<file path="config.mk">
export PLATFORM = sky130hd
export DESIGN_NAME = cfg_spi_seq
export DESIGN_NICKNAME = d
export VERILOG_FILES = /design/src/rtl/cfg_seq_pkg.sv /design/src/rtl/cfg_seq_rom.sv /design/src/rtl/spi_half_tick.sv /design/src/rtl/spi_frame_eng.sv /design/src/rtl/cfg_spi_seq.sv
export SDC_FILE = /design/constraint.sdc
export NUM_CORES = 1
export LEC_CHECK = 0
export ABC_AREA = 1
export BUFFER_PORTS_ARGS = -buffer_cell sky130_fd_sc_hd__buf_2
export CORE_AREA = 5 5 120 122
export DETAILED_ROUTE_END_ITERATION = 8
export DIE_AREA = 0 0 125 127
export PLACE_DENSITY_LB_ADDON = 0.1
export RECOVER_POWER = 25
export SLEW_MARGIN = 30
export SYNTH_ARGS = -nofsm -noshare
export SYNTH_HDL_FRONTEND = slang
export SYNTH_HIERARCHICAL = 1
export SYNTH_SLANG_ARGS = --single-unit
</file>
<file path="constraint.sdc">
create_clock -name clk -period 2.9 [get_ports clk]
set_input_delay 0.29 -clock clk [delete_from_list [all_inputs] [get_ports clk]]
set_output_delay 0.29 -clock clk [all_outputs]
set_load 0.03 [all_outputs]
</file>
<file path="src/rtl/cfg_seq_pkg.sv">
package cfg_seq_pkg;

    localparam int ADDR_W  = 7;
    localparam int DATA_W  = 8;
    localparam int FRAME_W = ADDR_W + 1 + DATA_W;
    localparam int N_STEPS = 20;
    localparam int IDX_W   = $clog2(N_STEPS);

    typedef struct packed {
        logic [ADDR_W-1:0] addr;
        logic [DATA_W-1:0] data;
    } reg_set_t;

    // Ordered bring-up list: page, clock tree, port master mode, standby pair.
    function automatic reg_set_t step_entry(input logic [IDX_W-1:0] i);
        reg_set_t e;
        unique case (i)
            5'd0:    e = {7'h00, 8'h00};
            5'd1:    e = {7'h25, 8'h72};
            5'd2:    e = {7'h14, 8'h03};
            5'd3:    e = {7'h15, 8'h0C};
            5'd4:    e = {7'h16, 8'h00};
            5'd5:    e = {7'h17, 8'h00};
            5'd6:    e = {7'h18, 8'h00};
            5'd7:    e = {7'h1B, 8'h01};
            5'd8:    e = {7'h1C, 8'h0F};
            5'd9:    e = {7'h1D, 8'h03};
            5'd10:   e = {7'h1E, 8'h00};
            5'd11:   e = {7'h22, 8'h00};
            5'd12:   e = {7'h23, 8'h04};
            5'd13:   e = {7'h24, 8'h00};
            5'd14:   e = {7'h09, 8'h11};
            5'd15:   e = {7'h20, 8'h03};
            5'd16:   e = {7'h21, 8'h3F};
            5'd17:   e = {7'h0C, 8'h7F};
            5'd18:   e = {7'h02, 8'h10};
            5'd19:   e = {7'h02, 8'h00};
            default: e = '0;
        endcase
        return e;
    endfunction

endpackage

</file>
<file path="src/rtl/cfg_seq_rom.sv">
module cfg_seq_rom
    import cfg_seq_pkg::*;
#(
    parameter int N = N_STEPS
) (
    input  logic [IDX_W-1:0] idx,
    output reg_set_t         ent,
    output logic             last
);

    always_comb begin
        ent  = step_entry(idx);
        last = (idx == IDX_W'(N - 1));
    end

endmodule

</file>
<file path="src/rtl/spi_half_tick.sv">
module spi_half_tick #(
    parameter int DIV_W = 16
) (
    input  logic             clk,
    input  logic             rst_n,
    input  logic             en,
    input  logic [DIV_W-1:0] div,
    output logic             tick
);

    logic [DIV_W-1:0] cnt;

    assign tick = en && (cnt == div);

    always_ff @(posedge clk or negedge rst_n) begin
        if (!rst_n)
            cnt <= '0;
        else if (!en || tick)
            cnt <= '0;
        else
            cnt <= cnt + 1'b1;
    end

endmodule

</file>
<file path="src/rtl/spi_frame_eng.sv">
module spi_frame_eng #(
    parameter int DIV_W      = 16,
    parameter int FRAME_W    = 16,
    parameter int GAP_HALVES = 4
) (
    input  logic               clk,
    input  logic               rst_n,
    input  logic               go,
    input  logic [FRAME_W-1:0] frame,
    input  logic [DIV_W-1:0]   div,
    input  logic               miso,
    output logic               sclk,
    output logic               cs_n,
    output logic               mosi,
    output logic               fin,
    output logic [FRAME_W-1:0] rx
);

    localparam int BIT_W = $clog2(FRAME_W + 1);
    localparam int GAP_W = $clog2(GAP_HALVES + 1);

    typedef enum logic [2:0] {E_IDLE, E_LO, E_HI, E_TAIL, E_GAP} eng_st_t;

    eng_st_t            st, nxt;
    logic [DIV_W-1:0]   div_q;
    logic [FRAME_W-1:0] tx;
    logic [BIT_W-1:0]   bitn;
    logic [GAP_W-1:0]   gapn;
    logic               tick;
    logic               last_bit;
    logic               gap_end;

    spi_half_tick #(.DIV_W(DIV_W)) u_tick (
        .clk  (clk),
        .rst_n(rst_n),
        .en   (st != E_IDLE),
        .div  (div_q),
        .tick (tick)
    );

    assign last_bit = (bitn == BIT_W'(FRAME_W));
    assign gap_end  = (gapn == GAP_W'(GAP_HALVES - 1));
    assign mosi     = tx[FRAME_W-1];
    assign fin      = (st == E_GAP) && tick && gap_end;

    always_comb begin
        nxt = st;
        unique case (st)
            E_IDLE: if (go)   nxt = E_LO;
            E_LO:   if (tick) nxt = E_HI;
            E_HI:   if (tick) nxt = last_bit ? E_TAIL : E_LO;
            E_TAIL: if (tick) nxt = E_GAP;
            E_GAP:  if (tick && gap_end) nxt = E_IDLE;
            default: nxt = E_IDLE;
        endcase
    end

    always_ff @(posedge clk or negedge rst_n) begin
        if (!rst_n) st <= E_IDLE;
        else        st <= nxt;
    end

    always_ff @(posedge clk or negedge rst_n) begin
        if (!rst_n) begin
            div_q <= '0;
            tx    <= '0;
            rx    <= '0;
            bitn  <= '0;
            gapn  <= '0;
            sclk  <= 1'b0;
            cs_n  <= 1'b1;
        end else begin
            unique case (st)
                E_IDLE: if (go) begin
                    div_q <= div;
                    tx    <= frame;
                    bitn  <= '0;
                    sclk  <= 1'b0;
                    cs_n  <= 1'b0;
                end
                E_LO: if (tick) begin
                    sclk <= 1'b1;
                    rx   <= {rx[FRAME_W-2:0], miso};
                    bitn <= bitn + 1'b1;
                end
                E_HI: if (tick) begin
                    sclk <= 1'b0;
                    if (!last_bit) tx <= {tx[FRAME_W-2:0], 1'b0};
                end
                E_TAIL: if (tick) begin
                    cs_n <= 1'b1;
                    gapn <= '0;
                end
                E_GAP: if (tick) gapn <= gapn + 1'b1;
                default: ;
            endcase
        end
    end

    // clock is parked low whenever the slave is deselected
    p_sclk_parked_r2: assert property (@(posedge clk) disable iff (!rst_n)
        cs_n |-> !sclk);

    // data out never moves across a rising clock edge
    p_mosi_stable_r1: assert property (@(posedge clk) disable iff (!rst_n)
        (!cs_n && $rose(sclk)) |-> $stable(mosi));

    // select still low for the tail half period after the last falling edge
    p_cs_tail_r2: assert property (@(posedge clk) disable iff (!rst_n)
        (st == E_HI && tick && last_bit) |=> !cs_n);

    // a new frame never starts inside the recovery gap
    p_no_early_go_r2: assert property (@(posedge clk) disable iff (!rst_n)
        (st == E_GAP) |=> (cs_n || $past(fin)));

endmodule

</file>
<file path="src/rtl/cfg_spi_seq.sv">
module cfg_spi_seq
    import cfg_seq_pkg::*;
#(
    parameter int DIV_W      = 16,
    parameter int GAP_HALVES = 4
) (
    input  logic              clk,
    input  logic              rst_n,
    input  logic              start,
    input  logic              verify_en,
    input  logic [DIV_W-1:0]  clk_div,
    input  logic              rd_req,
    input  logic [ADDR_W-1:0] rd_addr,
    output logic              busy,
    output logic              done,
    output logic              err,
    output logic [IDX_W-1:0]  err_idx,
    output logic              rd_valid,
    output logic [DATA_W-1:0] rd_data,
    output logic              spi_sclk,
    output logic              spi_cs_n,
    output logic              spi_mosi,
    input  logic              spi_miso
);

    typedef enum logic [2:0] {
        T_IDLE, T_WR_GO, T_WR_WAIT, T_CK_GO, T_CK_WAIT, T_STEP, T_RD_GO, T_RD_WAIT
    } seq_st_t;

    seq_st_t            st, nxt;
    logic [IDX_W-1:0]   idx;
    logic               verify_q;
    logic [ADDR_W-1:0]  rd_addr_q;
    reg_set_t           ent;
    logic               last;
    logic               go;
    logic               fin;
    logic [FRAME_W-1:0] frame;
    logic [FRAME_W-1:0] rx;

    cfg_seq_rom #(.N(N_STEPS)) u_rom (
        .idx (idx),
        .ent (ent),
        .last(last)
    );

    spi_frame_eng #(
        .DIV_W     (DIV_W),
        .FRAME_W   (FRAME_W),
        .GAP_HALVES(GAP_HALVES)
    ) u_eng (
        .clk  (clk),
        .rst_n(rst_n),
        .go   (go),
        .frame(frame),
        .div  (clk_div),
        .miso (spi_miso),
        .sclk (spi_sclk),
        .cs_n (spi_cs_n),
        .mosi (spi_mosi),
        .fin  (fin),
        .rx   (rx)
    );

    always_comb begin
        nxt = st;
        unique case (st)
            T_IDLE:    if (start) nxt = T_WR_GO;
                       else if (rd_req) nxt = T_RD_GO;
            T_WR_GO:   nxt = T_WR_WAIT;
            T_WR_WAIT: if (fin) nxt = verify_q ? T_CK_GO : T_STEP;
            T_CK_GO:   nxt = T_CK_WAIT;
            T_CK_WAIT: if (fin) nxt = T_STEP;
            T_STEP:    nxt = last ? T_IDLE : T_WR_GO;
            T_RD_GO:   nxt = T_RD_WAIT;
            T_RD_WAIT: if (fin) nxt = T_IDLE;
            default:   nxt = T_IDLE;
        endcase
    end

    always_ff @(posedge clk or negedge rst_n) begin
        if (!rst_n) st <= T_IDLE;
        else        st <= nxt;
    end

    assign busy = (st != T_IDLE);
    assign go   = (st == T_WR_GO) || (st == T_CK_GO) || (st == T_RD_GO);

    always_comb begin
        unique case (st)
            T_WR_GO: frame = {ent.addr, 1'b0, ent.data};
            T_CK_GO: frame = {ent.addr, 1'b1, {DATA_W{1'b0}}};
            T_RD_GO: frame = {rd_addr_q, 1'b1, {DATA_W{1'b0}}};
            default: frame = '0;
        endcase
    end

    always_ff @(posedge clk or negedge rst_n) begin
        if (!rst_n) begin
            idx       <= '0;
            verify_q  <= 1'b0;
            rd_addr_q <= '0;
            err       <= 1'b0;
            err_idx   <= '0;
            done      <= 1'b0;
            rd_valid  <= 1'b0;
            rd_data   <= '0;
        end else begin
            done     <= 1'b0;
            rd_valid <= 1'b0;
            unique case (st)
                T_IDLE: begin
                    if (start) begin
                        idx      <= '0;
                        verify_q <= verify_en;
                        err      <= 1'b0;
                    end else if (rd_req) begin
                        rd_addr_q <= rd_addr;
                    end
                end
                T_CK_WAIT: if (fin && !err && (rx[DATA_W-1:0] != ent.data)) begin
                    err     <= 1'b1;
                    err_idx <= idx;
                end
                T_STEP: begin
                    if (last) done <= 1'b1;
                    else      idx  <= idx + 1'b1;
                end
                T_RD_WAIT: if (fin) begin
                    rd_valid <= 1'b1;
                    rd_data  <= rx[DATA_W-1:0];
                end
                default: ;
            endcase
        end
    end

    // an accepted start makes the block busy on the next cycle
    p_busy_on_start_r6: assert property (@(posedge clk) disable iff (!rst_n)
        (start && !busy) |=> busy);

    // done is a single-cycle pulse
    p_done_pulse_r7: assert property (@(posedge clk) disable iff (!rst_n)
        done |=> !done);

    // done coincides with idle
    p_done_idle_r7: assert property (@(posedge clk) disable iff (!rst_n)
        done |-> !busy);

    // error flag and index hold until a new accepted start
    p_err_sticky_r9: assert property (@(posedge clk) disable iff (!rst_n)
        (err && !(start && !busy)) |=> (err && $stable(err_idx)));

    // read result appears only once idle
    p_rdv_idle_r10: assert property (@(posedge clk) disable iff (!rst_n)
        rd_valid |-> !busy);

endmodule

</file>
### After elaboration in Yosys (flattened, before gate mapping)

Memory sizes are Yosys's and may differ from the RTL's.
Index checks and enable logic that the tools add are counted.

| word-level totals | value |
|---|---|
| bits in registers | 101 |
| bits in latches | 0 |
| RAM bits | 0 |
| bits in read-only memories | 416 |
| bits of input ports | 29 |
| output and inout port bits | 20 |
| memories kept | 1 |

| operators by class | value |
|---|---|
| add/sub/neg operators | 4 |
| multipliers | 0 |
| div/mod/pow operators | 0 |
| $lt $le $gt $ge | 0 |
| eq/ne operators | 30 |
| shift operators | 0 |
| mux-type cells | 42 |
| bitwise operators | 1 |
| reduce and logical (&&, ||, !) cells | 37 |

Memories:

| name | depth | width | read ports | clocked after Yosys merged registers in | write ports | RTL line | source |
|---|---|---|---|---|---|---|---|
| (name not given) | 32 | 13 | 1 | 0 | 0 | cfg_seq_pkg.sv:17 | `unique case (i)` |

Operators by type and width:

| kind | count |
|---|---|
| $mux 16 | 4 |
| $pmux 16 s3 | 1 |
| $mux 3 | 13 |
| $pmux 16 s2 | 1 |
| $pmux 3 s8 | 1 |
| $mux 5 | 4 |
| $pmux 5 s2 | 2 |
| $ne 2x2->1 const B | 9 |
| $reduce_and 3->1 | 6 |
| $add 16x1->16 const B | 1 |
| $eq 16x16->1 | 1 |
| $eq 3x2->1 const B | 5 |
| $eq 3x3->1 const B | 5 |
| $pmux 3 s5 | 1 |
| $reduce_and 4->1 | 3 |
| $reduce_bool 2->1 | 6 |
| $add 5x1->5 const B | 2 |
| $eq 5x5->1 const B | 2 |
| $mux 1 | 10 |
| $reduce_and 2->1 | 5 |
| $reduce_bool 3->1 | 3 |
| $ne 2x1->1 const B | 4 |
| $ne 8x8->1 | 1 |
| $eq 3x1->1 const B | 2 |
| other kinds (12) | 22 |

### Logic depth before layout (Yosys ltp)

| depth | value |
|---|---|
| word-level depth | 8 |
| gate-level depth with buffers | 16 |
| depth with buffers taken out | 16 |

### Cells and area by module

Netlist, hierarchy kept.

By module, submodules not included:

| module | times used | cells an instance | area each (µm²) | seq. area each (µm²) |
|---|---|---|---|---|
| spi_frame_eng | 1 | 353 | 2,944.1 | 1,527.7 |
| cfg_spi_seq | 1 | 203 | 1,681.6 | 800.8 |
| spi_half_tick | 1 | 179 | 1,171.1 | 400.4 |
| cfg_seq_rom | 1 | 86 | 475.5 | 0.0 |

### Worst setup path after synthesis

No wires, ideal clock.

| timing | value |
|---|---|
| path kind | flip-flop to flip-flop |
| start | register u_eng.u_tick.cnt[9] |
| end | register rd_data[2] |
| setup time | 0.125 ns |
| arrival time | 2.118 ns |
| slack | 0.657 ns |
| cell stages (with the launch flop) | 13 |
| period minus slack after synthesis | 2.243 ns |
| cells stage by stage | dfrtp_1 -> nand2_1 -> nand2_1 -> nor2_1 -> nand2_1 -> nor2_2 -> nand2_2 -> nor2_1 -> nand2_1 -> nor2_1 -> inv_1 -> nor3_4 -> mux2_2 |

| between the ends | value |
|---|---|
| cells in the longest elaborated chain, start to end | 5 |

Ends and longest elaborated chain:

| item | RTL line | source |
|---|---|---|
| start, declared | spi_half_tick.sv:11 | `logic [DIV_W-1:0] cnt;` |
| start signal, assigned | spi_half_tick.sv:21 | `cnt <= cnt + 1'b1;` |
| $eq 16x16->1 | spi_half_tick.sv:13 | `assign tick = en && (cnt == div);` |
| $logic_and 1x1->1 | spi_half_tick.sv:13 |  |
| net u_eng.tick | spi_frame_eng.sv:29 | `logic tick;` |
| $logic_and 1x1->1 (2 in series) | spi_frame_eng.sv:44 | `assign fin = (st == E_GAP) && tick && gap_end;` |
| net fin | cfg_spi_seq.sv:37 | `logic fin;` |
| $reduce_and 2->1 (no line) | -- |  |
| end signal, assigned | cfg_spi_seq.sv:131 | `rd_data <= rx[DATA_W-1:0];` |
| end, declared | cfg_spi_seq.sv:19 | `output logic [DATA_W-1:0] rd_data,` |

The timed path passes the listed nets, and every way through them passes these cells.
A chain may end at the register's enable or synchronous reset.

### Worst setup path after layout

| timing | value |
|---|---|
| start | register u_eng.u_tick.cnt[12] |
| end | register err_idx[2] |

| between the ends | value |
|---|---|
| cells in the longest elaborated chain, start to end | 7 |

Ends and longest elaborated chain:

| item | RTL line | source |
|---|---|---|
| $eq 16x16->1 | spi_half_tick.sv:13 |  |
| $logic_and 1x1->1 | spi_half_tick.sv:13 |  |
| net u_eng.tick | spi_frame_eng.sv:29 |  |
| $logic_and 1x1->1 (2 in series) | spi_frame_eng.sv:44 |  |
| net fin | cfg_spi_seq.sv:37 |  |
| $logic_and 1x1->1 (2 in series) | cfg_spi_seq.sv:121 | `T_CK_WAIT: if (fin && !err && (rx[DATA_W-1:0] != ent.data)) begin` |
| $reduce_and 2->1 (no line) | -- |  |
| end signal, assigned | cfg_spi_seq.sv:123 | `err_idx <= idx;` |
| end, declared | cfg_spi_seq.sv:17 | `output logic [IDX_W-1:0] err_idx,` |

The timed path passes the listed nets, and every way through them passes these cells.

==> summary.md <==
| Metric | Value |
|---|---|
| Total GRT Usage | `18.38%` |
| Via density | `4.933` |
| Status | `finished, final reports clean` |
| First-pass GRT wire length | `24.04 mm` |
| Gate power share | `20.2%` |
| Clock slew at reported path FFs | `70 ps` |
| Syn_area_per_cell | `7.574 um^2` |
| Sw Ratio | `31.52%` |
| Internal power | `2513 uW` |
| Setup bufs post-CTS | `0` |
| Non-Filler Cell Area, Final | `6718 um^2` |
| Initial core utilization | `45.73%` |
| FF-to-FF setup slack | `500 ps` |
| Via count | `5051` |
| Critical path required time | `3150 ps` |
| Hold path startpoint | `clk_div[4]` |
| Die area | `15880 um^2` |
| Max Clk Rate | `0.4160 GHz` |
| Worst hold slack | `130.5 ps` |
| Crit path kind | `reg -> reg` |
| # DRC | `0` |
| Grt total ovfl | `0` |
| Router iterations before antenna repair | `4` |
| Number of global-route vias before repair | `4850` |
| Final non-filler cell total | `1024` |
| NetSw | `1157 uW` |
| Crit path from | `u_eng/u_tick/cnt[12]` |
| Fin. max-slew vios | `0` |
| Cell Pwr Density | `546.3 nW/um^2` |
| # setup viols final | `0` |
| Minimum clock period | `2404 ps` |
| Latest clock arrival within the worst-skew pair | `350 ps` |
| Final Wtd Congestion | `0.8362` |
| YS warnings | `6` |
| Layout cells sized above 1 | `17.10%` |
| Num CTS Buffers | `9` |
| Dpl cells | `1007` |
| I/O Pins | `49` |
| Worst R2R Start | `u_eng/u_tick/cnt[12]` |
| R2R cell count | `15` |
| Input/output buffers | `48` |
| Sequential Power Share | `41.8%` |
| Pin count of the biggest net entering global routing | `53` |
| WHS Endpoint | `u_eng/div_q[4]` |
| CTS Buffer Depth | `2` |
| Hold depth | `3` |
| Final ANT Viol Nets | `0` |
| CP startpoint kind | `flip-flop` |
| CP max FO | `6` |
| Post-DR wirelength/cell | `13.75 um` |
| Static leakage | `0.003523 uW` |
| Final hold violation count | `0` |
| RSZ-0062 raised after global routing | `no` |
| Syn Inst Count | `790` |
| Rows | `42` |
| Die width | `125 um` |
| Worst r2r dst | `err_idx[2]` |
| Die Ht | `127 um` |
| Final period utilization | `82.89%` |
| Clock skew | `7.473 ps` |
| Placed cell areas | `6376 um^2` |
| Relative slew slack | `15.43%` |
| Initial DRC count | `362` |
| Synthesized area | `5983 um^2` |
| Area growth, synth to finish | `12.28%` |
| Sum Neg Setup Slack | `0 ps` |
| Tightest Hold Check Type | `in -> reg` |
| Post-DP HPWL | `10.41 mm` |
| Setup crit end kind | `flip-flop` |
| Worst Tran Pin Value | `1269 ps` |
| Clock Power Share | `38.0%` |
| Max cap viols | `0` |
| WL final | `14.08 mm` |
| Worst VDD drop | `0.0004121 V` |
| CTS Root Cell | `clkbuf_16` |
| CTS tree | `done` |
| Fin nets | `889` |
| Resized Gates After CTS | `0` |
| CTS HTree Levels | `3` |
| Initial antenna violation count | `0` |
| Core region area | `13090 um^2` |
| CTS Sinks | `101` |
| Antenna diodes | `0` |
| Worst EP arrival | `2650 ps` |
## layer usage
metal,vias up,track usage (%),wire length [um],part of all wire (%)
li1,2572,-,-,-
met1,2378,26.18,7018,50
met2,95,28.88,6327,45
met3,6,4.508,630,4.5
met4,0,3.571,101,0.72
met5,-,0,0,0
## layout make-up
type | instances | area [um^2]
Clock inverter | 7 | 121.4
Inverter | 86 | 327.8
Sequential cell | 101 | 2529
Timing Repair Buffer | 61 | 340.3
Multi-Input combinational cell | 584 | 2954
Fill cell | 1311 | 6367
Clock buffer | 9 | 225.2
Tap cell | 176 | 220.2
## through the flow
| stage | total power, uW | utilization, % | setup WS (ps) |
|---|---|---|---|
| finish | 3670 | 51.34 | 496.1 |
| global route | 3884 | 51.34 | 209.7 |
| CTS | 3723 | 51.45 | 443.6 |
| detailed placement | 2301 | 48.73 | 469.3 |
| global placement | 2297 | 48.73 | 465.9 |
| floorplan | 2222 | - | 657.4 |
## critical path, cell delays in order (launching register included)
cell,delay [ps]
dfrtp_1,450
inv_1,60
nand2_1,50
nand2_1,50
nor2_1,140
nand2_1,90
nor2_2,120
nand2_2,80
nor2_1,120
nand2_1,80
nor2_1,150
inv_1,150
nor4_4,380
nand2_1,220
nand2_1,100
nand2_1,50
## power by group through the flow
stage	Sequential, uW	Clock (uW)	Combinational (uW)
6_report	1530	1400	741
5_1_grt	1540	1510	838
4_1_cts	1530	1440	751
3_5_place_dp	1560	0	741
3_3_place_gp	1560	0	738
2_1_floorplan	1530	0	694
## timing repair
item                                    in CTS  in global routing
endpoints found under the setup margin       0                  0
endpoints found under the hold margin       45                  0
hold buffers                                 1                  0
## sequential cells by signal, indices dropped and copies added, names as in the netlist, 3 cells and up
signal and flops:
u_eng/tx 16, err_idx 5, rd_addr_q 7, rd_data 8
u_eng/rx 8, u_eng/div_q 16, idx 5, u_eng/bitn 5
u_eng/gapn 3, u_eng/st 3, st 3, u_eng/u_tick/cnt 16
## placed cells by master, fill, tap and decap left out, types with 9 or more instances in the layout
master,n
inv_1,70
o21ai_0,18
nand2_2,25
ha_1,17
nand3_1,50
nor2_2,13
dfrtp_1,100
inv_2,13
xor2_1,13
nand2_1,306
buf_4,11
nor2_1,63
clkbuf_16,9
clkbuf_1,10
a21oi_1,11
buf_2,37
## worst max-delay path by stage
| stage | endpoint | cells past startpoint |
|---|---|---|
| 2_1_floorplan | rd_data[2] | 12 |
| 3_3_place_gp | err_idx[0] | 15 |
| 3_5_place_dp | err_idx[2] | 15 |
| 4_1_cts | err_idx[2] | 15 |
| 5_1_grt | err_idx[4] | 15 |
| 6_report | err_idx[2] | 15 |
Note: power is estimated with default switching activity, not from simulation.
